$ cat src/rtl/admit_pkg.sv
package admit_pkg;

  // Strobes the control issues to the datapath each cycle.
  typedef struct packed {
    logic take;   // legal request accepted, load a slot
    logic drop;   // illegal request consumed
    logic free;   // release hit a resident slot
    logic miss;   // release named a non-resident block
  } admit_strobe_t;

endpackage

$ cat src/rtl/admit_datapath.sv
module admit_datapath
  import admit_pkg::*;
#(
  parameter int MAX_BLOCKS        = 8,
  parameter int MAX_THREADS       = 768,
  parameter int SMEM_BYTES        = 16384,
  parameter int MAX_BLOCK_THREADS = 512,
  parameter int WARP_SIZE         = 32,
  parameter int ID_W              = 8,
  localparam int RT_W  = $clog2(MAX_BLOCK_THREADS + 1),
  localparam int SM_W  = $clog2(SMEM_BYTES + 1),
  localparam int TH_W  = $clog2(MAX_THREADS + 1),
  localparam int BK_W  = $clog2(MAX_BLOCKS + 1),
  localparam int WP_W  = $clog2(MAX_BLOCK_THREADS / WARP_SIZE + 1)
) (
  input  logic                clk,
  input  logic                rstN,
  input  admit_strobe_t       strobe,
  input  logic [ID_W-1:0]     reqId,
  input  logic [RT_W-1:0]     reqThreads,
  input  logic [SM_W-1:0]     reqSmem,
  input  logic [ID_W-1:0]     relId,
  output logic                reqIllegal,
  output logic                reqFits,
  output logic                relHit,
  output logic [WP_W-1:0]     admitWarps,
  output logic [BK_W-1:0]     residentBlocks,
  output logic [TH_W-1:0]     residentThreads,
  output logic [SM_W-1:0]     smemUsed
);

  localparam int IDX_W = (MAX_BLOCKS > 1) ? $clog2(MAX_BLOCKS) : 1;

  // Slot table: one entry per possible resident block.
  logic [MAX_BLOCKS-1:0] slotValid;
  logic [ID_W-1:0]       slotId      [MAX_BLOCKS];
  logic [RT_W-1:0]       slotThreads [MAX_BLOCKS];
  logic [SM_W-1:0]       slotSmem    [MAX_BLOCKS];

  logic [IDX_W-1:0] freeIdx;
  logic             anyFree;
  logic [IDX_W-1:0] relIdx;
  logic             dupHit;

  // Lowest free slot, and lookup of the two identifiers.
  always_comb begin
    freeIdx = '0;
    anyFree = 1'b0;
    relIdx  = '0;
    relHit  = 1'b0;
    dupHit  = 1'b0;
    for (int i = MAX_BLOCKS - 1; i >= 0; i--) begin
      if (!slotValid[i]) begin
        freeIdx = IDX_W'(i);
        anyFree = 1'b1;
      end
    end
    for (int i = 0; i < MAX_BLOCKS; i++) begin
      if (slotValid[i] && slotId[i] == relId) begin
        relIdx = IDX_W'(i);
        relHit = 1'b1;
      end
      if (slotValid[i] && slotId[i] == reqId) begin
        dupHit = 1'b1;
      end
    end
  end

  // Request classification against the totals held before this edge.
  logic threadsOk;
  logic smemOk;

  always_comb begin
    reqIllegal = (reqThreads == '0)
              || (int'(reqThreads) > MAX_BLOCK_THREADS)
              || (int'(reqSmem) > SMEM_BYTES)
              || dupHit;
    threadsOk  = (int'(residentThreads) + int'(reqThreads)) <= MAX_THREADS;
    smemOk     = (int'(smemUsed) + int'(reqSmem)) <= SMEM_BYTES;
    reqFits    = anyFree && threadsOk && smemOk;
  end

  // Per-slot storage.
  for (genvar g = 0; g < MAX_BLOCKS; g++) begin : g_slot
    always_ff @(posedge clk or negedge rstN) begin
      if (!rstN) begin
        slotValid[g]   <= 1'b0;
        slotId[g]      <= '0;
        slotThreads[g] <= '0;
        slotSmem[g]    <= '0;
      end else if (strobe.take && freeIdx == IDX_W'(g)) begin
        slotValid[g]   <= 1'b1;
        slotId[g]      <= reqId;
        slotThreads[g] <= reqThreads;
        slotSmem[g]    <= reqSmem;
      end else if (strobe.free && relIdx == IDX_W'(g)) begin
        slotValid[g]   <= 1'b0;
      end
    end
  end

  // Running totals: add on take, subtract on release, both in one step.
  logic [BK_W-1:0] blocksNext;
  logic [TH_W-1:0] threadsNext;
  logic [SM_W-1:0] smemNext;
  logic [TH_W-1:0] addThreads;
  logic [TH_W-1:0] subThreads;
  logic [SM_W-1:0] addSmem;
  logic [SM_W-1:0] subSmem;

  always_comb begin
    addThreads  = strobe.take ? TH_W'(reqThreads) : '0;
    subThreads  = strobe.free ? TH_W'(slotThreads[relIdx]) : '0;
    addSmem     = strobe.take ? reqSmem : '0;
    subSmem     = strobe.free ? slotSmem[relIdx] : '0;
    blocksNext  = residentBlocks + BK_W'(strobe.take) - BK_W'(strobe.free);
    threadsNext = residentThreads + addThreads - subThreads;
    smemNext    = smemUsed + addSmem - subSmem;
  end

  always_ff @(posedge clk or negedge rstN) begin
    if (!rstN) begin
      residentBlocks  <= '0;
      residentThreads <= '0;
      smemUsed        <= '0;
      admitWarps      <= '0;
    end else begin
      residentBlocks  <= blocksNext;
      residentThreads <= threadsNext;
      smemUsed        <= smemNext;
      if (strobe.take) begin
        admitWarps <= WP_W'((int'(reqThreads) + WARP_SIZE - 1) / WARP_SIZE);
      end
    end
  end

  // Limits are never exceeded.
  p_block_cap_r1: assert property (@(posedge clk) disable iff (!rstN)
    int'(residentBlocks) <= MAX_BLOCKS);

  p_thread_cap_r2: assert property (@(posedge clk) disable iff (!rstN)
    int'(residentThreads) <= MAX_THREADS);

  p_smem_cap_r3: assert property (@(posedge clk) disable iff (!rstN)
    int'(smemUsed) <= SMEM_BYTES);

  // Dropped illegal request leaves the thread total alone.
  p_drop_no_change_r4: assert property (@(posedge clk) disable iff (!rstN)
    (strobe.drop && !strobe.free) |=> residentThreads == $past(residentThreads));

  // Taking a block adds exactly one slot.
  p_take_adds_slot_r5: assert property (@(posedge clk) disable iff (!rstN)
    (strobe.take && !strobe.free) |=> residentBlocks == $past(residentBlocks) + 1'b1);

  // A taken block always occupies at least one warp.
  p_warps_nonzero_r6: assert property (@(posedge clk) disable iff (!rstN)
    strobe.take |=> admitWarps != '0);

  // A release returns one slot.
  p_release_frees_slot_r8: assert property (@(posedge clk) disable iff (!rstN)
    (strobe.free && !strobe.take) |=> residentBlocks == $past(residentBlocks) - 1'b1);

  // Take and release together keep the slot count.
  p_both_keep_slots_r9: assert property (@(posedge clk) disable iff (!rstN)
    (strobe.take && strobe.free) |=> residentBlocks == $past(residentBlocks));

  // A missed release alters nothing.
  p_miss_no_change_r10: assert property (@(posedge clk) disable iff (!rstN)
    (strobe.miss && !strobe.take) |=> smemUsed == $past(smemUsed));

endmodule

$ cat src/rtl/admit_control.sv
module admit_control
  import admit_pkg::*;
(
  input  logic          clk,
  input  logic          rstN,
  input  logic          reqValid,
  input  logic          relValid,
  input  logic          reqIllegal,
  input  logic          reqFits,
  input  logic          relHit,
  output logic          reqReady,
  output admit_strobe_t strobe,
  output logic          admitValid,
  output logic          reqError,
  output logic          relError
);

  always_comb begin
    strobe.take = reqValid && !reqIllegal && reqFits;
    strobe.drop = reqValid && reqIllegal;
    strobe.free = relValid && relHit;
    strobe.miss = relValid && !relHit;
    reqReady    = strobe.take || strobe.drop;
  end

  always_ff @(posedge clk or negedge rstN) begin
    if (!rstN) begin
      admitValid <= 1'b0;
      reqError   <= 1'b0;
      relError   <= 1'b0;
    end else begin
      admitValid <= strobe.take;
      reqError   <= strobe.drop;
      relError   <= strobe.miss;
    end
  end

  // Illegal requests are consumed and flagged next cycle.
  p_illegal_flagged_r4: assert property (@(posedge clk) disable iff (!rstN)
    (reqValid && reqIllegal) |=> reqError && !admitValid);

  // A handshake on a legal request yields an admit pulse.
  p_accept_pulse_r5: assert property (@(posedge clk) disable iff (!rstN)
    (reqValid && reqReady && !reqIllegal) |=> admitValid && !reqError);

  // A legal request that does not fit is held back.
  p_wait_holds_r7: assert property (@(posedge clk) disable iff (!rstN)
    (reqValid && !reqIllegal && !reqFits) |-> !reqReady);

  // Release of a non-resident block is flagged.
  p_release_miss_r10: assert property (@(posedge clk) disable iff (!rstN)
    (relValid && !relHit) |=> relError);

  // No ready without a request.
  p_no_ready_idle_r11: assert property (@(posedge clk) disable iff (!rstN)
    !reqValid |-> !reqReady);

endmodule

$ cat src/rtl/block_admission_unit.sv
module block_admission_unit
  import admit_pkg::*;
#(
  parameter int MAX_BLOCKS        = 8,
  parameter int MAX_THREADS       = 768,
  parameter int SMEM_BYTES        = 16384,
  parameter int MAX_BLOCK_THREADS = 512,
  parameter int WARP_SIZE         = 32,
  parameter int ID_W              = 8
) (
  input  logic                                              clk,
  input  logic                                              rstN,
  input  logic                                              reqValid,
  output logic                                              reqReady,
  input  logic [ID_W-1:0]                                   reqId,
  input  logic [$clog2(MAX_BLOCK_THREADS+1)-1:0]            reqThreads,
  input  logic [$clog2(SMEM_BYTES+1)-1:0]                   reqSmem,
  output logic                                              admitValid,
  output logic [$clog2(MAX_BLOCK_THREADS/WARP_SIZE+1)-1:0]  admitWarps,
  output logic                                              reqError,
  input  logic                                              relValid,
  input  logic [ID_W-1:0]                                   relId,
  output logic                                              relError,
  output logic [$clog2(MAX_BLOCKS+1)-1:0]                   residentBlocks,
  output logic [$clog2(MAX_THREADS+1)-1:0]                  residentThreads,
  output logic [$clog2(SMEM_BYTES+1)-1:0]                   smemUsed
);

  admit_strobe_t strobe;
  logic          reqIllegal;
  logic          reqFits;
  logic          relHit;

  admit_control u_control (
    .clk        (clk),
    .rstN       (rstN),
    .reqValid   (reqValid),
    .relValid   (relValid),
    .reqIllegal (reqIllegal),
    .reqFits    (reqFits),
    .relHit     (relHit),
    .reqReady   (reqReady),
    .strobe     (strobe),
    .admitValid (admitValid),
    .reqError   (reqError),
    .relError   (relError)
  );

  admit_datapath #(
    .MAX_BLOCKS        (MAX_BLOCKS),
    .MAX_THREADS       (MAX_THREADS),
    .SMEM_BYTES        (SMEM_BYTES),
    .MAX_BLOCK_THREADS (MAX_BLOCK_THREADS),
    .WARP_SIZE         (WARP_SIZE),
    .ID_W              (ID_W)
  ) u_datapath (
    .clk             (clk),
    .rstN            (rstN),
    .strobe          (strobe),
    .reqId           (reqId),
    .reqThreads      (reqThreads),
    .reqSmem         (reqSmem),
    .relId           (relId),
    .reqIllegal      (reqIllegal),
    .reqFits         (reqFits),
    .relHit          (relHit),
    .admitWarps      (admitWarps),
    .residentBlocks  (residentBlocks),
    .residentThreads (residentThreads),
    .smemUsed        (smemUsed)
  );

endmodule

$ cat config.mk
export PLATFORM = sky130hd
export DESIGN_NAME = block_admission_unit
export DESIGN_NICKNAME = d
export VERILOG_FILES = /design/src/rtl/admit_pkg.sv /design/src/rtl/admit_datapath.sv /design/src/rtl/admit_control.sv /design/src/rtl/block_admission_unit.sv
export SDC_FILE = /design/constraint.sdc
export NUM_CORES = 1
export LEC_CHECK = 0
export ABC_AREA = 1
export BUFFER_PORTS_ARGS = -buffer_cell sky130_fd_sc_hd__buf_4
export CAP_MARGIN = 20
export CORE_MARGIN = 1.5
export CORE_UTILIZATION = 55
export CTS_CLUSTER_DIAMETER = 150
export CTS_CLUSTER_SIZE = 16
export DETAILED_ROUTE_END_ITERATION = 8
export PLACE_DENSITY_LB_ADDON = 0.08
export SYNTH_ARGS = -nofsm -noshare
export SYNTH_HDL_FRONTEND = slang
export SYNTH_SLANG_ARGS = --single-unit
$ cat constraint.sdc
create_clock -name clk -period 5.1 [get_ports clk]
set_input_delay 0.51 -clock clk [delete_from_list [all_inputs] [get_ports clk]]
set_output_delay 0.51 -clock clk [all_outputs]
set_load 0.01 [all_outputs]
=== Yosys cells after proc, flatten, opt, wreduce, memory -nomap -nowiden ===
Cells that the tools add are included.

* $add $sub $neg: 11
* $lt $le $gt $ge: 5
* Equality and inequality tests: 30
* Mux-type cells: 65
* Bitwise operators: 2
* Reduce and logical (&&, ||, !) cells: 57

{| class="wikitable"
|+ Operators with widths
! kind !! count
|-
| 8-bit == test || 16
|-
| 15-bit two-way mux || 4
|-
| 15-bit binary-select mux with 3-bit select || 1
|-
| 1-bit two-way mux || 41
|-
| 10-bit two-way mux || 4
|-
| 1-bit logical AND || 39
|-
| 3-bit two-way mux || 12
|-
| 32-bit by 11-bit less-or-equal comparator with 1-bit output (second input constant) || 1
|-
| 32-bit by 16-bit less-or-equal comparator with 1-bit output (second input constant) || 1
|-
| 10-bit binary-select mux with 3-bit select || 1
|-
| 3-bit == test (second input constant) || 8
|-
| 15-bit by 15-bit adder with 16-bit output || 1
|-
| 2-bit nonzero test || 8
|-
| 15-bit adder || 1
|-
| 15-bit greater-than comparator (second input constant) || 1
|-
| 15-bit subtractor || 1
|-
| 3-bit by 2-bit == test with 1-bit output (second input constant) || 4
|-
| 11-bit by 1-bit subtractor with 12-bit output (second input constant) || 1
|-
| 10-bit by 10-bit adder with 11-bit output || 1
|-
| 10-bit by 6-bit adder with 11-bit output (second input constant) || 1
|-
| 10-bit adder || 1
|-
| 10-bit greater-than comparator (second input constant) || 1
|-
| 10-bit zero test || 1
|-
| 10-bit subtractor || 1
|-
| other kinds (12) || 19
|}

* Register bits after elaboration: 309
* Bits of input ports: 45
* Output and inout bits: 38
* Logic and storage cells: 209

=== Longest topological paths before layout ===
* Depth after elaboration: 17
* Mapped depth: 39
* Gate-level depth less buffers: 37

=== Cells and area by module ===
From an unflattened synthesis, not the netlist that was laid out.

* Cell total of the unflattened synthesis: 2219
* Area total of the unflattened synthesis: 17576.9 µm²

{| class="wikitable"
|+ Modules (own cells, without submodules)
! module !! instances !! cells an instance !! area an instance (µm²) !! sequential area each (µm²)
|-
| admit_datapath || 1 || 2207 || 17465.5 || 7657.3
|-
| admit_control || 1 || 12 || 111.4 || 75.1
|}

=== Worst setup path before layout ===
OpenSTA, ideal clock, no wires.

* Path kind: input to register
* Start: input port reqSmem[0]
* End: register u_datapath.smemUsed[14]
* Library setup time: 0.117 ns
* Arrival: 5.080 ns
* Data required time: 4.983 ns
* Path slack: -0.097 ns
* Stages: 34
* Path buffers: 1
* Cell sequence: ha_1 fa_1 nand3_1 nand3_1 nand4_1 nand3_1 nand3_1 nand2_1 nand2_1 nand3_1 nor2_1 nand3_1 nand2_1 nand2_2 clkinv_4 clkbuf_1 nand2_1 fa_1 inv_1 fa_1 nand3_1 nand2_1 nand2_1 o211ai_1 a21o_1 a21oi_1 o21ai_0 nand2_1 inv_1 or2_2 a21oi_1 inv_1 nand3_1 nand2_1

{| class="wikitable"
|+ RTL lines
! item !! line !! source
|-
| from (decl) || block_admission_unit.sv:17 || <nowiki>input logic [$clog2(SMEM_BYTES+1)-1:0] reqSmem,</nowiki>
|-
| to (signal assigned) || admit_datapath.sv:130 || <nowiki>smemUsed <= smemNext;</nowiki>
|-
| to (decl) || admit_datapath.sv:29 || <nowiki>output logic [SM_W-1:0] smemUsed</nowiki>
|}

=== Worst setup path after layout ===
* Start: register u_datapath.smemUsed[0]
* End: register u_datapath.smemUsed[14]

* Longest elaborated chain between the ends: 7

{| class="wikitable"
|+ RTL lines
! item !! line !! source
|-
| 15-bit by 15-bit adder with 16-bit output || admit_datapath.sv:79 || <nowiki>smemOk = (int'(smemUsed) + int'(reqSmem)) <= SMEM_BYTES;</nowiki>
|-
| 32-bit by 16-bit less-or-equal comparator with 1-bit output || admit_datapath.sv:79 ||
|-
| 1-bit logical AND || admit_datapath.sv:80 || <nowiki>reqFits = anyFree && threadsOk && smemOk;</nowiki>
|-
| 1-bit logical AND || admit_control.sv:19 || <nowiki>strobe.take = reqValid && !reqIllegal && reqFits;</nowiki>
|-
| 15-bit two-way mux || admit_datapath.sv:114 || <nowiki>addSmem = strobe.take ? reqSmem : '0;</nowiki>
|-
| 15-bit adder * || admit_datapath.sv:118 || <nowiki>smemNext = smemUsed + addSmem - subSmem;</nowiki>
|-
| 15-bit subtractor * || admit_datapath.sv:118 ||
|-
| net u_datapath.smemNext[14] || admit_datapath.sv:105 || <nowiki>logic [SM_W-1:0] smemNext;</nowiki>
|}

Mark *: on every way through the listed nets, which the timed path passes. The rest lies on a longest branch.
A chain may end at the register's enable or synchronous reset.

==> results by group <==
Status
  • Outcome: finished, violations left
  • Failing checks: negative hold slack

Placement
  • Detailed Place HPWL: 38700 um
  • PortBufs: 82
  • DP Area: ~20000 sq um
  • Placed cell count: around 2.7k
  • Placer congestion estimate: between 0.9 and 1
  • Pre-CTS WS: -0.314 ns

Timing
  • Final hold viol count: 11
  • Clock Skew: roughly 0.021 ns
  • Setup-failing EPs final: 0
  • Final setup margin: 0.259 ns
  • Setup TNS: 0 ns
  • Slew headroom: 32.7%
  • Hold Slack: -0.0467 ns
  • Final Max Slew Viols: 0
  • Period minus WS final: 4.84 ns
  • Fin crit share: roughly 95%
  • Max Clk Rate: 0.207 GHz
  • RSZ-0062 raised after global routing: true
  • Slew @ Worst Pin: roughly 1 ns

Clock network
  • CTS tree: built
  • CTS Root Cell: clkbuf_16
  • Worst-path clk slew: 0.08 ns
  • Clock tree buffer depth: 3
  • Cts bufs inserted: 23
  • CTS Hold Bufs: 0
  • Clock Sinks: 309
  • H-tree levels: 1
  • Clock latency on the worst-skew pair: ~0.54 ns

Worst setup path
  • Worst path most repeated cell: nand3_1
  • CP max stage cell: fa_1
  • Setup CP Type: reg -> reg
  • Crit path launch: u_datapath.smemUsed[0]
  • Crit. End Element: flop
  • Crit Path Max Fanout: 5
  • Startpoint types: flop
  • Crit path largest cell delay: 0.49 ns
  • Origin of the critical flop-to-flop path: u_datapath.smemUsed[0]
  • WP data required: 5.54 ns
  • Worst Path Arrival: 5.28 ns

Floorplan
  • Die Ht: roughly 180 um
  • Io pins: 83
  • Core ar.: 31400 sq um
  • Die ar.: between 30000 and 40000 sq um
  • Row count: 65
  • Die W: between 150 and 200 um
  • Initial core utilization: a little under three fifths

Drt
  • Final WL: 52700 um
  • TritonRoute pass-1 iters: 6
  • Via-per-instance ratio: 5.71
  • Wire per inst: 19.1 um
  • Number of remaining DRC errors: 0
  • Antenna viol nets, final: 0
  • Initial drt markers: 1294
  • Vias: approximately 16k

Synthesis
  • List of most frequent post-synthesis cells: nand2_1 (529), dfrtp_1 (309), inv_1 (212)
  • Yosys top cell area share: 44.2%
  • Synth top area cells: dfrtp_1 (44%), nand2_1 (11%), o21ai_1 (5.2%)
  • Post-Syn Nets: 2269
  • Count of state elements after synthesis: slightly above 300
  • Post-Syn Area: around 17000 sq um
  • Async S/R FF share, synth: 100%
  • Syn Inst Count: 2144
  • Post-synth top area cell: dfrtp_1
  • Synth cell types: 47
  • Register area share after synthesis: 44.2%
  • Count leader, synth: nand2_1
  • Ys Warns: 0
  • Post-synth EDFFs: 0
  • Mean Syn Cell Area: 8.16 sq um
  • Predominant post-synthesis flop cell: dfrtp_1

Global routing
  • Total grt overflow: 0
  • GRT Overall Usage: about a third
  • Vias in the first global route: between 15k and 20k
  • First-pass GRT wire length: 84300 um
  • Largest net degree at the start of global routing: between 100 and 150
  • Initial antenna violation count: 1

Flow run
  • Max-cap violation count: 0

Power and ir drop
  • Peak supply drop: 382 uV
  • Leak: roughly 10 nW
  • Power, Total: around 9 mW
  • PwrDens: 437 nW/um^2

Final layout
  • Antenna Cells: 0
  • Layout area overhead: 17.1%
  • Design area: between 20000 and 25000 sq um
  • Share of the core filled with cells: 65.3%
  • Finished Layout Cells: around 2.8k
  • Share of cells above drive strength 1: between 10% and 20%
  • NumNets Final: 2476

Worst hold path
  • Hold Path Class: in -> async
-- registers in the layout (all words and copies together), names as in the netlist --
signal	flops
u_datapath.slotSmem	120
u_datapath.slotThreads	80
u_datapath.slotId	64
u_datapath.smemUsed	15
u_datapath.residentThreads	10
u_datapath.slotValid	8
u_datapath.admitWarps	5
u_datapath.residentBlocks	4
u_control.admitValid	1
u_control.relError	1
u_control.reqError	1
-- cell families after synthesis --
group           Yosys count  share of synthesized area (%)
compound gates          529                           16.9
flops                   309                           44.2
fa+ha+maj                80                           6.84
xor+xnor                 77                           3.85
simple gates            822                           19.6
buf+inv                 327                           8.59
-- per-layer routing --
layer	track usage [%]	vias up	part of all wire [%]
met1	44.9	7582	44
met5	0	-	0
met3	4.37	82	6.2
met4	9.13	0	2.5
li1	-	7528	-
met2	53.8	530	47
-- cell type report --
class | instances | area, sq um
clock buffers | 24 | 589
clock inverters | 2 | 20.0
fillers | 2757 | 10900
inverters | 222 | 838
multi-input cells | 1508 | 8530
flip-flops and latches | 309 | 7740
well taps | 402 | 503
repair buffers | 287 | 2260
-- cells in the final DEF, fill, tap and decap left out, types with 5 or more instances in the layout --
master / netlist / routed
o21ai_0: 130 / 126
or2_2: 17 / 17
nor3_1: 29 / 29
xor2_1: 49 / 49
nand2_2: 1 / 6
o211ai_1: 13 / 13
o22ai_1: 91 / 89
o31ai_1: 17 / 13
nand4_4: 0 / 6
nand4_1: 25 / 25
inv_2: 8 / 11
nand3_1: 71 / 68
ha_1: 54 / 50
nand3b_1: 7 / 7
buf_4: 20 / 275
fa_1: 26 / 23
clkbuf_16: 0 / 23
buf_12: 0 / 7
dfrtp_1: 309 / 305
a21oi_1: 55 / 51
a21o_1: 5 / 5
nor2_1: 127 / 123
o21ai_2: 8 / 8
inv_1: 212 / 209
o21ai_1: 183 / 187
xnor2_1: 28 / 28
o21bai_1: 6 / 6
nand2_1: 529 / 520
-- worst max-delay path: cells and delay by family (launching register included) --
family                     cells  cell delay (ns)
DFF                            1             0.41
AOI/OAI and AO/OA              5             0.74
adders and majority gates      4             1.43
and+or+nand+nor               18             1.73
xor gates and xnor gates       1             0.17
buffers and inverters          4             0.24
-- path summary, 6_finish.rpt --
| check | to | slack, ns | depth (start not counted) |
|---|---|---|---|
| min | u_datapath.slotId[42] | -0.05 | 1 |
| max reg2reg | u_datapath.smemUsed[14] | 0.26 | 32 |
| max | u_datapath.smemUsed[14] | 0.26 | 32 |
| max in group asynchronous | u_datapath.slotId[51] | 3.87 | 2 |
| min reg2reg | u_datapath.slotSmem[59] | 0.48 | 2 |
| min in group clk | u_control.reqError | 0.21 | 3 |
-- where the power goes --
group,switching [mW],leakage [nW],internal (mW)
sequential,0.334,4.19,2.87
combinational,2.15,5.49,1.93
clock,0.851,0.301,0.823
total,3.33,9.98,5.63
-- timing repair --
action	CTS	global route
pin swaps	0	7
cloned	0	0
buffers inserted	0	7
gates resized for setup	3	52
setup endpoints to repair	1	8
Note: power is estimated with default switching activity, not from simulation.
